File: config.mk
export PLATFORM = sky130hd
export DESIGN_NAME = irq_arbiter
export DESIGN_NICKNAME = d
export VERILOG_FILES = /design/src/rtl/irq_pkg.sv /design/src/rtl/irq_sync.sv /design/src/rtl/irq_prio_enc.sv /design/src/rtl/irq_arbiter.sv
export SDC_FILE = /design/constraint.sdc
export NUM_CORES = 1
export LEC_CHECK = 0
export BUFFER_PORTS_ARGS = -buffer_cell sky130_fd_sc_hd__buf_4
export CAP_MARGIN = 20
export CELL_PAD_IN_SITES_DETAIL_PLACEMENT = 1
export CELL_PAD_IN_SITES_GLOBAL_PLACEMENT = 1
export CORE_ASPECT_RATIO = 1.25
export CORE_UTILIZATION = 43
export CTS_BUF_LIST = sky130_fd_sc_hd__clkbuf_2
export DETAILED_ROUTE_END_ITERATION = 8
export MAX_ROUTING_LAYER = met4
export PLACE_DENSITY = 0.92
export SKIP_CTS_REPAIR_TIMING = 1
export SYNTH_ARGS = -nofsm -noshare
export SYNTH_HDL_FRONTEND = slang
export SYNTH_HIERARCHICAL = 1
export SYNTH_SLANG_ARGS = --single-unit
File: constraint.sdc
create_clock -name clk -period 2.03 [get_ports clk]
set_input_delay 0.3045 -clock clk [delete_from_list [all_inputs] [get_ports clk]]
set_output_delay 0.3045 -clock clk [all_outputs]
set_load 0.005 [all_outputs]
File: src/rtl/irq_pkg.sv
package irq_pkg;
  typedef enum logic [1:0] {
    REG_EN   = 2'd0,
    REG_PEND = 2'd1,
    REG_COND = 2'd2,
    REG_NONE = 2'd3
  } irq_reg_e;

  localparam int VEC_RESET  = 0;
  localparam int VEC_NMI    = 1;
  localparam int VEC_X0     = 2;
  localparam int VEC_SHARED = 5;
  localparam int VEC_EI     = 6;
  localparam int VEC_PERIPH = 7;
  localparam int COND_W     = 5;
  localparam int EDGE_LINES = 5;
endpackage

File: src/rtl/irq_sync.sv
module irq_sync #(
  parameter int   STAGES  = 2,
  parameter logic RST_VAL = 1'b0
) (
  input  logic clk,
  input  logic rst_n,
  input  logic din,
  output logic dout
);
  logic [STAGES-1:0] chain_q;
  logic [STAGES-1:0] chain_d;

  always_comb chain_d = {chain_q[STAGES-2:0], din};

  always_ff @(posedge clk or negedge rst_n) begin
    if (!rst_n) chain_q <= {STAGES{RST_VAL}};
    else        chain_q <= chain_d;
  end

  assign dout = chain_q[STAGES-1];
endmodule

File: src/rtl/irq_prio_enc.sv
module irq_prio_enc #(
  parameter int N = 10,
  parameter int W = 4
) (
  input  logic [N-1:0] req,
  output logic         valid,
  output logic [W-1:0] vec
);
  always_comb begin
    valid = 1'b0;
    vec   = '0;
    for (int i = N - 1; i >= 0; i--) begin
      if (req[i]) begin
        valid = 1'b1;
        vec   = W'(i);
      end
    end
  end

  always_comb begin
    assert_grant_pending_R10: assert (!valid || req[vec]);
    assert_idle_when_empty_R10: assert ((req != '0) == valid);
  end
endmodule

File: src/rtl/irq_arbiter.sv
module irq_arbiter
  import irq_pkg::*;
#(
  parameter int NPERIPH = 3,
  parameter int SYNC_STAGES = 2,
  localparam int NVEC = VEC_PERIPH + NPERIPH,
  localparam int VW = $clog2(NVEC)
) (
  input  logic               clk,
  input  logic               rst_n,
  input  logic               reset_req,
  input  logic               nmi_in,
  input  logic [2:0]         ext_in,
  input  logic               ei_in,
  input  logic               shared_n,
  input  logic               uart_req,
  input  logic               uart_rx_en,
  input  logic               uart_tx_en,
  input  logic [NPERIPH-1:0] periph_req,
  input  logic               reg_wr,
  input  logic [1:0]         reg_addr,
  input  logic [NVEC-1:0]    reg_wdata,
  output logic [NVEC-1:0]    reg_rdata,
  input  logic               ack,
  input  logic [VW-1:0]      ack_vec,
  output logic               irq_valid,
  output logic [VW-1:0]      irq_vec
);
  // ---------------- input synchronizers ----------------
  logic [EDGE_LINES-1:0] eline_raw, eline_lvl, eline_prv_q;
  logic                  rst_lvl, shn_lvl;

  assign eline_raw = {ei_in, ext_in, nmi_in};

  for (genvar g = 0; g < EDGE_LINES; g++) begin : g_esync
    irq_sync #(.STAGES(SYNC_STAGES), .RST_VAL(1'b0)) u_sync (
      .clk(clk), .rst_n(rst_n), .din(eline_raw[g]), .dout(eline_lvl[g]));
  end

  irq_sync #(.STAGES(SYNC_STAGES), .RST_VAL(1'b0)) u_rsync (
    .clk(clk), .rst_n(rst_n), .din(reset_req), .dout(rst_lvl));
  irq_sync #(.STAGES(SYNC_STAGES), .RST_VAL(1'b1)) u_shsync (
    .clk(clk), .rst_n(rst_n), .din(shared_n), .dout(shn_lvl));

  // ---------------- edge / level detection ----------------
  logic [EDGE_LINES-1:0] rise, fall, set_d, set_q;
  logic [COND_W-1:0]     cond_q, cond_d;
  logic                  shared_lvl;

  always_comb begin
    rise = eline_lvl & ~eline_prv_q;
    fall = ~eline_lvl & eline_prv_q;
    set_d[0] = rise[0];
    for (int i = 0; i < 3; i++)
      set_d[i+1] = cond_q[i] ? rise[i+1] : fall[i+1];
    if (cond_q[4]) set_d[4] = (eline_lvl[4] == cond_q[3]);
    else           set_d[4] = cond_q[3] ? rise[4] : fall[4];
    shared_lvl = (uart_rx_en | uart_tx_en) ? uart_req : ~shn_lvl;
  end

  always_ff @(posedge clk or negedge rst_n) begin
    if (!rst_n) begin
      eline_prv_q <= '0;
      set_q       <= '0;
    end else begin
      eline_prv_q <= eline_lvl;
      set_q       <= set_d;
    end
  end

  // ---------------- register file next state ----------------
  logic [NVEC-1:0] pend_q, pend_d, en_q, en_d, req;
  logic            wr_pend, wr_en, wr_cond, en_ce;

  assign wr_pend = reg_wr && (reg_addr == REG_PEND);
  assign wr_en   = reg_wr && (reg_addr == REG_EN);
  assign wr_cond = reg_wr && (reg_addr == REG_COND);
  assign en_ce   = wr_en || ack;

  always_comb begin
    pend_d = pend_q;
    if (ack && ack_vec == VW'(VEC_NMI)) pend_d[VEC_NMI] = 1'b0;
    if (ack && ack_vec == VW'(VEC_EI))  pend_d[VEC_EI]  = 1'b0;
    if (wr_pend) begin
      pend_d[VEC_X0+2:VEC_X0] = pend_q[VEC_X0+2:VEC_X0] & reg_wdata[VEC_X0+2:VEC_X0];
      pend_d[VEC_EI]          = pend_d[VEC_EI] & reg_wdata[VEC_EI];
      pend_d[NVEC-1:VEC_PERIPH] = reg_wdata[NVEC-1:VEC_PERIPH];
    end
    pend_d[VEC_NMI]             = pend_d[VEC_NMI] | set_q[0];
    pend_d[VEC_X0+2:VEC_X0]     = pend_d[VEC_X0+2:VEC_X0] | set_q[3:1];
    pend_d[VEC_EI]              = pend_d[VEC_EI] | set_q[4];
    pend_d[NVEC-1:VEC_PERIPH]   = pend_d[NVEC-1:VEC_PERIPH] | periph_req;
    pend_d[VEC_RESET]           = rst_lvl;
    pend_d[VEC_SHARED]          = shared_lvl;
  end

  always_comb begin
    en_d = en_q;
    if (wr_en) begin
      en_d    = reg_wdata;
      en_d[1] = 1'b0;
    end
    if (ack) en_d[0] = 1'b0;
    cond_d = reg_wdata[COND_W-1:0];
  end

  // ---------------- registers ----------------
  always_ff @(posedge clk or negedge rst_n) begin
    if (!rst_n) pend_q <= '0;
    else        pend_q <= pend_d;
  end

  always_ff @(posedge clk or negedge rst_n) begin
    if (!rst_n)     en_q <= '0;
    else if (en_ce) en_q <= en_d;
  end

  always_ff @(posedge clk or negedge rst_n) begin
    if (!rst_n)       cond_q <= '0;
    else if (wr_cond) cond_q <= cond_d;
  end

  // ---------------- read port ----------------
  always_comb begin
    reg_rdata = '0;
    case (reg_addr)
      REG_EN:   reg_rdata = en_q;
      REG_PEND: reg_rdata = pend_q;
      REG_COND: reg_rdata[COND_W-1:0] = cond_q;
      default:  reg_rdata = '0;
    endcase
  end

  // ---------------- masking and arbitration ----------------
  always_comb begin
    req = pend_q;
    for (int v = VEC_X0; v < NVEC; v++)
      req[v] = pend_q[v] & en_q[v] & en_q[0];
  end

  irq_prio_enc #(.N(NVEC), .W(VW)) u_enc (
    .req(req), .valid(irq_valid), .vec(irq_vec));

  // ---------------- assertions ----------------
  assert_reset_wins_R2: assert property (@(posedge clk) disable iff (!rst_n)
    pend_q[VEC_RESET] |-> (irq_valid && irq_vec == VW'(VEC_RESET)));

  assert_nmi_readonly_R3: assert property (@(posedge clk) disable iff (!rst_n)
    (wr_pend && !set_q[0] && !(ack && ack_vec == VW'(VEC_NMI)))
      |=> (pend_q[VEC_NMI] == $past(pend_q[VEC_NMI])));

  assert_ext_survive_ack_R5: assert property (@(posedge clk) disable iff (!rst_n)
    (ack && !wr_pend) |=> ((pend_q[4:2] & $past(pend_q[4:2])) == $past(pend_q[4:2])));

  assert_mask_gate_R9: assert property (@(posedge clk) disable iff (!rst_n)
    (irq_valid && irq_vec >= VW'(VEC_X0)) |-> (en_q[0] && en_q[irq_vec]));

  assert_gie_drop_R11: assert property (@(posedge clk) disable iff (!rst_n)
    ack |=> !en_q[0]);

  assert_periph_hold_R8: assert property (@(posedge clk) disable iff (!rst_n)
    !wr_pend |=> ((pend_q[NVEC-1:VEC_PERIPH] & $past(pend_q[NVEC-1:VEC_PERIPH]))
                  == $past(pend_q[NVEC-1:VEC_PERIPH])));
endmodule

* Word-level counts from Yosys, hierarchy flattened
Index checks and enable logic that the tools add are counted.
Cells by class: $add $sub $neg 0, multiply operators 0, div/mod/pow operators 0, magnitude comparators 0, equal/unequal tests 5, shift operators 0, mux-type cells 34, bitwise gates (word level) 28, reductions and logical operators 10
Operators with widths (number):
- 4-bit 2-to-1 mux | 11
- 1-bit 2-to-1 mux | 20
- 1-bit bitwise AND | 17
- 5-bit one-hot mux with 3 select lines | 1
- 5-bit bitwise AND | 2
- 5-bit NOT | 2
- 5-bit one-hot mux with 2 select lines | 1
- 3-bit OR | 2
- 1-bit logical AND | 5
- 4-bit by 1-bit == test with 1-bit output, second input constant | 1
- 4-bit by 3-bit == test with 1-bit output, second input constant | 1
- 2-bit AND reduction | 2
- 3-bit bitwise AND | 1
- 3-bit 2-to-1 mux | 1
- 1-bit OR | 3
- 2-bit by 1-bit == test with 1-bit output, second input constant | 1
- 2-bit == test, second input constant | 1
- 2-bit logical NOT | 1
- 2-bit nonzero test | 1
- 1-bit == test | 1
- 1-bit logical OR | 1
- 1-bit NOT | 1
Storage, ports and cells: register bits 48, bits in latches 0, memory bits (writable) 0, ROM bits 0, bits of input ports 33, output and inout bits 15, word-level logic and storage cells 90, memories kept 0

* Logic depth before layout (Yosys ltp)
Gate-level depths: netlist (run 1).
depth in word-level cells 12, depth in mapped cells 4, mapped depth without buffers 4

* Hierarchy
The synthesis (run 1) kept the hierarchy.
Modules (own cells, without submodules):
- irq_arbiter | times used 1, cells an instance 129, area an instance 1532.7 µm², seq. area each 850.8 µm²
- irq_sync at g_esync[0].u_sync ... | times used 6, cells an instance 2, area an instance 50.0 µm², seq. area each 50.0 µm²
- irq_prio_enc | times used 1, cells an instance 18, area an instance 101.3 µm², seq. area each 0.0 µm²
- irq_sync at u_shsync | times used 1, cells an instance 2, area an instance 52.6 µm², seq. area each 52.6 µm²

* Worst setup path after synthesis (run 1)
Ideal clock, no wire load.
path kind reg-to-output, start point register en_q[0], end point output irq_vec[0], arrival 1.259 ns, required time 1.725 ns, setup slack 0.467 ns, stages on the path, launching flop included 5, path buffers 0, path through dfrtp_1 and3_1 nand2b_1 a221o_1 a221oi_2
Between the ends: elaborated cells between the ends (all ways) 18, those cells by class mux: 10; bitwise: 8
RTL lines:
- from (decl) | RTL line irq_arbiter.sv:72 | logic [NVEC-1:0] pend_q, pend_d, en_q, en_d, req;
- from (signal assigned) | RTL line irq_arbiter.sv:115 | else if (en_ce) en_q <= en_d;
- 1-bit bitwise AND | RTL line irq_arbiter.sv:138 | req[v] = pend_q[v] & en_q[v] & en_q[0];
- named net req[8] | RTL line irq_arbiter.sv:72
- 4-bit 2-to-1 mux (9 in series) | RTL line irq_prio_enc.sv:13 | if (req[i]) begin
- to (decl) | RTL line irq_arbiter.sv:27 | output logic [VW-1:0] irq_vec
The timed path passes the listed nets, and every way through them passes these cells.

* Final worst setup path (run 1)
start point register en_q[0], end point output irq_vec[0]
Between the ends: elaborated cells between the ends (all ways) 18, those cells by class mux: 10; bitwise: 8
RTL lines (RTL line):
- 1-bit bitwise AND | irq_arbiter.sv:138
- named net req[5] | irq_arbiter.sv:72
- 4-bit 2-to-1 mux (6 in series) | irq_prio_enc.sv:13
The timed path passes the listed nets, and every way through them passes these cells.

==> metrics.md, run 1 <==
| Metric | Value |
|---|---|
| Clock buffer depth | `2` |
| Switch Pwr | `between 500 and 600 uW` |
| Slowest library cell on the worst path | `dfrtp_2` |
| Synth top area cells | `dfrtp_1, mux2i_1, mux2_1, nor2_1, mux2_4` |
| Post-DR wirelength/cell | `around 16 um` |
| Worst path cell trace | `and3_1, inv_1, a221o_1, a221oi_2, buf_4` |
| N_diodes | `0` |
| Yosys top cell area share | `0.579` |
| Seq/Total Area, Yosys | `0.606` |
| Clock transition at path regs | `around 0.24 ns` |
| Post-synthesis cell count | `roughly 160` |
| Busiest grt layer | `met2` |
| RSZ-0062 raised after global routing | `true` |
| Met3 Track Usage GR | `0.0441` |
| Switching Fraction | `0.273` |
| Die W | `between 60 and 70 um` |
| Delay of the slowest critical-path stage | `0.46 ns` |
| Seq pwr share | `0.620` |
| Worst-Margin Slew | `between 0.5 and 0.6 ns` |
| Cell count of the worst reg-to-reg path | `4` |
| Max Fclk | `about 0.44 GHz` |
| Number of global-route vias before repair | `roughly 1500` |
| Synth cell types | `33` |
| Largest net degree at the start of global routing | `49` |
| Drt drc | `0` |
| Layout cells sized above 1 | `0.333` |
| Fin worst setup slack | `-0.244 ns` |
| Clock power share | `0.201` |
| FF-to-FF Start | `en_q[0]` |
| CTS tree | `yes` |
| Max Slew Vio Count | `0` |
| Rows | `27` |
| Met1 Use GR | `0.231` |
| Slew headroom | `0.612` |
| DR vias | `approximately 1500` |
| Clk Latency, worst-skew pair | `between 0.4 and 0.5 ns` |
| Antenna violations before repair | `0` |
| Register bit total from synthesis | `48` |
| GPL Wtd Cong | `a little over 0.8` |
| Placed Area | `approximately 2400 sq um` |
| Post-synth net total | `about 190` |
| Vias per inst | `5.19` |
| Internal | `about 1.3 mW` |
| Crit path arrival time | `a little under 2 ns` |
| Die footprint | `around 5000 sq um` |
| Num CTS Buffers | `5` |
| Post-layout minimum cycle time | `2.27 ns` |
| Global-route usage over all layers | `0.206` |
| Total power | `1.84 mW` |
| Clock skew | `~0.023 ns` |
| Final nets | `257` |
| Total clock sinks | `48` |
| Max rail drop VDD | `roughly 0.43 mV` |
| Worst Hold Class | `in -> reg` |
| Syn Std Cell Area | `1990 sq um` |
| Status | `finished, violations left` |
| Area leader, netlist | `dfrtp_1` |
| Drt initial violations | `between 40 and 50` |
| Period Utilization, post-route | `1.12` |
| Leakage | `1.22 nW` |
| # setup viols final | `5` |
| Worst Hold Launch | `periph_req[2]` |
| Antenna viol nets, final | `0` |
| Logic pwr share | `0.179` |
| Req. time, crit path | `about 1.7 ns` |
| Ys Warns | `6` |
| Syn Area/Cell | `~12 sq um` |
| Post-placement cell count | `roughly 260` |
| Die span in y | `78 um` |
| IO Count | `48` |
| Total grt overflow | `0` |
| Failing checks | `negative setup slack` |
| Finished Core Util | `0.582` |
| Reg2reg setup slack | `1.01 ns` |
| Hold Crit Endpoint | `pend_q[9]` |
| Worst Setup Path Type | `reg -> out` |
| First-pass DRT Iterations | `4` |
| Pwr Density | `712 nW/um^2` |
| CP Max Fanout | `6` |
| Starting Density | `0.449` |
| Max-cap viol count | `0` |
| Final hold violation count | `0` |
| Met2 Track Usage GR | `0.364` |
| Hpwl dp | `around 3.3 mm` |
| CP Capture Type | `primary output` |
| Root Driver | `clkbuf_2` |
| First-pass GRT wire length | `around 7.3 mm` |
| Final Cell Area | `around 2600 sq um` |
| Final cell count without fillers | `between 200 and 300` |
| # H-tree levels | `2` |
| P&R area growth vs syn | `29.7%` |
| Aggregate routed wire length | `4.48 mm` |
| Number of port buffers | `47` |
| Crit path launch type | `flop` |
| Worst hold stages | `2` |
| Core Box Area | `4430 sq um` |
| Worst R2R End | `en_q[0]` |
| Place WS | `around 0.19 ns` |
[layout by cell type (no fill, tap or decap), drive strengths merged]
cell / instances
nor3b: 1
a211oi: 1
a211o: 3
nor2b: 3
and3: 8
a21oi: 1
o21bai: 1
nand4b: 1
mux2i: 10
nand2: 11
nor2: 21
dlygate4sd3: 9
dfstp: 2
clkbuf: 6
nand3: 1
buf: 50
mux2: 13
clkinv: 2
nor4: 2
inv: 5
a21o: 1
dfrtp: 46
nand2b: 6
xor2: 2
o21ai: 13
nand3b: 3
a221o: 1
nor4b: 1
a221oi: 1
[metal layers]
layer	share of wire	vias up
met1	0.40	745
met4	0.013	0
met3	0.032	6
met5	0	-
li1	-	680
met2	0.55	39
[registers in the layout, indices dropped and copies added (netlist names)]
register,count
en_q,9
set_q,5
g_esync.u_sync/chain_q,10
eline_prv_q,5
pend_q,10
u_shsync/chain_q,2
cond_q,5
u_rsync/chain_q,2
[metrics by stage]
stage               hold slack, ns  setup TNS, ns
floorplan                  0.00891              0
global placement             0.333              0
detailed placement           0.336              0
CTS                         -0.149          -1.15
global route                0.0260          -1.50
finish                      0.0731         -0.736
[cells in the mapped netlist]
cell type	number
o21ai_0	9
nand4b_1	1
mux2i_1	10
o21ai_1	4
nand2b_1	6
a221oi_2	1
clkbuf_1	1
nor4b_1	1
a211o_1	3
a221o_1	1
mux2_4	5
nor2b_4	1
nand3b_1	2
buf_6	1
nor4_1	2
dfstp_2	2
inv_1	5
nand3b_2	1
a21o_1	1
xor2_1	2
o21bai_1	1
nor2_1	21
buf_4	1
a211oi_1	1
nand2_1	10
a21oi_1	1
nand2_4	1
nor2b_1	2
nand3_1	1
and3_1	8
mux2_1	8
dfrtp_1	46
nor3b_2	1
[worst max-delay path by stage]
stage / slack (ns) / startpoint / to
after floorplan: 0.47 / en_q[0] / irq_vec[0]
after global placement: 0.29 / en_q[0] / irq_vec[0]
after detailed placement: 0.19 / en_q[0] / irq_vec[0]
after CTS: -0.33 / en_q[0] / irq_vec[0]
after global routing: -0.38 / en_q[0] / irq_vec[3]
final: -0.24 / en_q[0] / irq_vec[0]
[cells by family (layout without fill, tap and decap cells)]
| family | Yosys count | in the layout | share of synthesized area |
|---|---|---|---|
| flops | 48 | 48 | 0.606 |
| mux | 23 | 23 | 0.134 |
| simple gates | 58 | 58 | 0.159 |
| buf+inv | 8 | 72 | 0.0208 |
| compound gates | 22 | 22 | 0.0724 |
| xor+xnor | 2 | 2 | 0.00882 |
[cell type report]
| type | count | area [sq um] |
|---|---|---|
| tap | 58 | 72.6 |
| clock inverter | 2 | 7.51 |
| clock buffer | 6 | 30.0 |
| sequential | 48 | 1200 |
| inverter | 5 | 18.8 |
| fill | 479 | 1850 |
| timing repair buffer | 59 | 465 |
| multi-input combinational | 105 | 777 |
[power by group through the flow]
stage	combinational [mW]	clock [mW]	sequential (mW)
floorplan	0.166	0	1.13
global placement	0.297	0	1.15
detailed placement	0.311	0	1.16
CTS	0.313	0.384	1.14
global route	0.364	0.424	1.15
finish	0.328	0.369	1.14
[critical path: cells and delay by family (launching register included)]
family / cells / cell delay [ns]
AOI/OAI and AO/OA: 2 / 0.61
buffers and inverters: 2 / 0.21
DFF: 1 / 0.46
and+or+nand+nor: 1 / 0.27
Power figures use the tool's default switching activity.
==> run 2, diff against run 1 <==
SYNTH_HIERARCHICAL = not set   (was 1)
TNS_END_PERCENT = 10   (was not set)
==> metrics.md, run 2 <==
| Metric | Value |
|---|---|
| Die span in y | `~78 um` |
| Most frequent cells in the layout | `buf_4, dfrtp_1, nand2_1, nor2_1, o21ai_0` |
| Internal | `1.48 mW` |
| Worst Hold Launch | `periph_req[0]` |
| Seq/Total Area, Yosys | `0.605` |
| Max Slew Vio Count | `0` |
| CP Max Fanout | `3` |
| First-pass GRT wire length | `7.38 mm` |
| Vias per inst | `approximately 5.2` |
| GPL Wtd Cong | `about 0.91` |
| Worst Setup Path Type | `reg -> out` |
| Die footprint | `approximately 5000 sq um` |
| First-pass DRT Iterations | `6` |
| Final Cell Area | `between 2000 and 3000 sq um` |
| Fillers | `493` |
| Status | `completed` |
| Area leader, netlist | `dfrtp_1` |
| Global-route usage over all layers | `0.205` |
| Post-DR wirelength/cell | `16.2 um` |
| Ys Warns | `0` |
| Most common cell after layout, fill and taps aside | `buf_4` |
| IO Count | `48` |
| Crit path arrival time | `approximately 1.6 ns` |
| Clock buffer depth | `2` |
| Period Utilization, post-route | `0.953` |
| Slew headroom | `0.604` |
| Crit path launch type | `flop` |
| Multi-input gate area | `747 sq um` |
| Critical Path Source | `pend_q[8]` |
| CTS tree | `yes` |
| # H-tree levels | `2` |
| Antenna violations before repair | `0` |
| Aggregate routed wire length | `between 4 and 5 mm` |
| Slowest library cell on the worst path | `dfrtp_1` |
| P&R area growth vs syn | `28.6%` |
| Final hold violation count | `0` |
| Rows | `27` |
| # setup viols final | `0` |
| Core Box Area | `4430 sq um` |
| Number of port buffers | `between 40 and 50` |
| Root Driver | `clkbuf_2` |
| Placed Area | `roughly 2400 sq um` |
| Worst path cell trace | `nand2_1, a32o_1, nand3_1, a211oi_2, buf_4` |
| Clock power share | `0.252` |
| Primary FF master, synth | `dfrtp_1` |
| Clock skew | `roughly 0.010 ns` |
| FF-to-FF Start | `en_q[0]` |
| Switch Pwr | `about 550 uW` |
| Syn Area/Cell | `~12 sq um` |
| Sequential Area | `roughly 1200 sq um` |
| Number of global-route vias before repair | `~1500` |
| Worst Hold Class | `in -> reg` |
| Final nets | `about 260` |
| Seq pwr share | `0.566` |
| Post-synthesis cell count | `161` |
| Register bit total from synthesis | `48` |
| Max rail drop VDD | `roughly 0.52 mV` |
| Delay of the slowest critical-path stage | `between 0.4 and 0.5 ns` |
| Starting Density | `0.450` |
| Syn Std Cell Area | `between 1500 and 2000 sq um` |
| Max-cap viol count | `0` |
| Clk Latency, worst-skew pair | `0.42 ns` |
| Biggest regs | `g_esync.u_sync.chain_q: 10 flops, pend_q: 10 flops, en_q: 9 flops` |
| Clock transition at path regs | `around 0.23 ns` |
| Switching Fraction | `0.271` |
| Worst-Margin Slew | `around 0.59 ns` |
| Synth cell count leaders | `dfrtp_1, nand2_1, nor2_1` |
| Total power | `~2.0 mW` |
| Synth top area cells | `dfrtp_1, mux2_4, mux2i_1, nand2_1, nor2_1` |
| Num CTS Buffers | `5` |
| N_diodes | `0` |
| CP Buf/Inv Count | `1` |
| Leakage | `1.19 nW` |
| Drt drc | `0` |
| Antenna viol nets, final | `0` |
| DR vias | `about 1500` |
| Yosys top cell area share | `0.578` |
| Logic pwr share | `0.182` |
| CP delay by family, top | `flip-flops` |
| Drt initial violations | `between 90 and 100` |
| Hpwl dp | `3.20 mm` |
| EDFF count, synth | `0` |
| Synth cell types | `32` |
| Layout cells sized above 1 | `0.339` |
| Req. time, crit path | `1.73 ns` |
| Ys async rst share | `1.00` |
| Largest net degree at the start of global routing | `around 50` |
| Fin Hold WS | `about 0.067 ns` |
| Count leader, synth | `dfrtp_1` |
| CP Capture Type | `primary output` |
| Post-layout minimum cycle time | `about 1.9 ns` |
| Total grt overflow | `0` |
| Die W | `between 60 and 70 um` |
| Total clock sinks | `between 40 and 50` |
| Pwr Density | `791 nW/um^2` |
| Post-synth net total | `~190` |
| Max Fclk | `0.517 GHz` |
## run 2: cell count changes in the layout (fill, tap and decap cells not counted), sizes merged, moves of 4 or more
cell / before / now
inv: 5 / 1
nor2: 21 / 16
and3: 8 / 3
nand2: 11 / 20
## run 2: stage by stage
step	instances	setup WS [ns]	TNS [ns]	utilization
after global routing	282	-0.00988	-0.00988	0.578
after global placement	265	0.447	0	0.542
after CTS	273	0.0555	0	0.557
after detailed placement	265	0.403	0	0.542
after floorplan	161	0.818	0	-
final	282	0.0948	0	0.578
## run 2: area by class of cell
| cell class | count | share of cell area |
|---|---|---|
| multi-input cells | 108 | 0.292 |
| flip-flops and latches | 48 | 0.470 |
| well taps | 58 | 0.0283 |
| inverters | 1 | 0.00147 |
| clock buffers | 5 | 0.00978 |
| repair buffers | 59 | 0.182 |
| clock inverters | 3 | 0.0166 |
## run 2: final timing paths
check                      cells after the start                   to  slack, ns
max in group asynchronous                      2            cond_q[4]       1.25
hold reg to reg                                0  u_shsync.chain_q[1]       0.38
hold / removal                                 2            pend_q[7]       0.07
min in group asynchronous                      2              en_q[8]       0.39
setup / recovery                               5           irq_vec[0]       0.09
setup reg to reg                               4              en_q[0]       1.05
## run 2: power groups by stage
stage | Sequential [mW] | Combinational (mW) | Clock, mW
2_1_floorplan | 1.13 | 0.206 | 0
3_3_place_gp | 1.15 | 0.339 | 0
3_5_place_dp | 1.16 | 0.353 | 0
4_1_cts | 1.15 | 0.356 | 0.528
5_1_grt | 1.16 | 0.405 | 0.565
6_report | 1.15 | 0.369 | 0.511
## run 2: per-layer routing
| metal | part of all wire | global-route usage | up-vias |
|---|---|---|---|
| met5 | 0 | - | - |
| met4 | 0.023 | 0.0791 | 0 |
| met3 | 0.037 | 0.0494 | 9 |
| met2 | 0.52 | 0.347 | 45 |
| met1 | 0.42 | 0.235 | 734 |
| li1 | - | - | 685 |
## run 2: kinds of logic after synthesis
kind of cell	count (synthesis)	synth area share
buf+inv	5	0.0226
xor+xnor	2	0.00880
simple gates	57	0.141
mux	22	0.134
flops	48	0.605
compound gates	27	0.0893
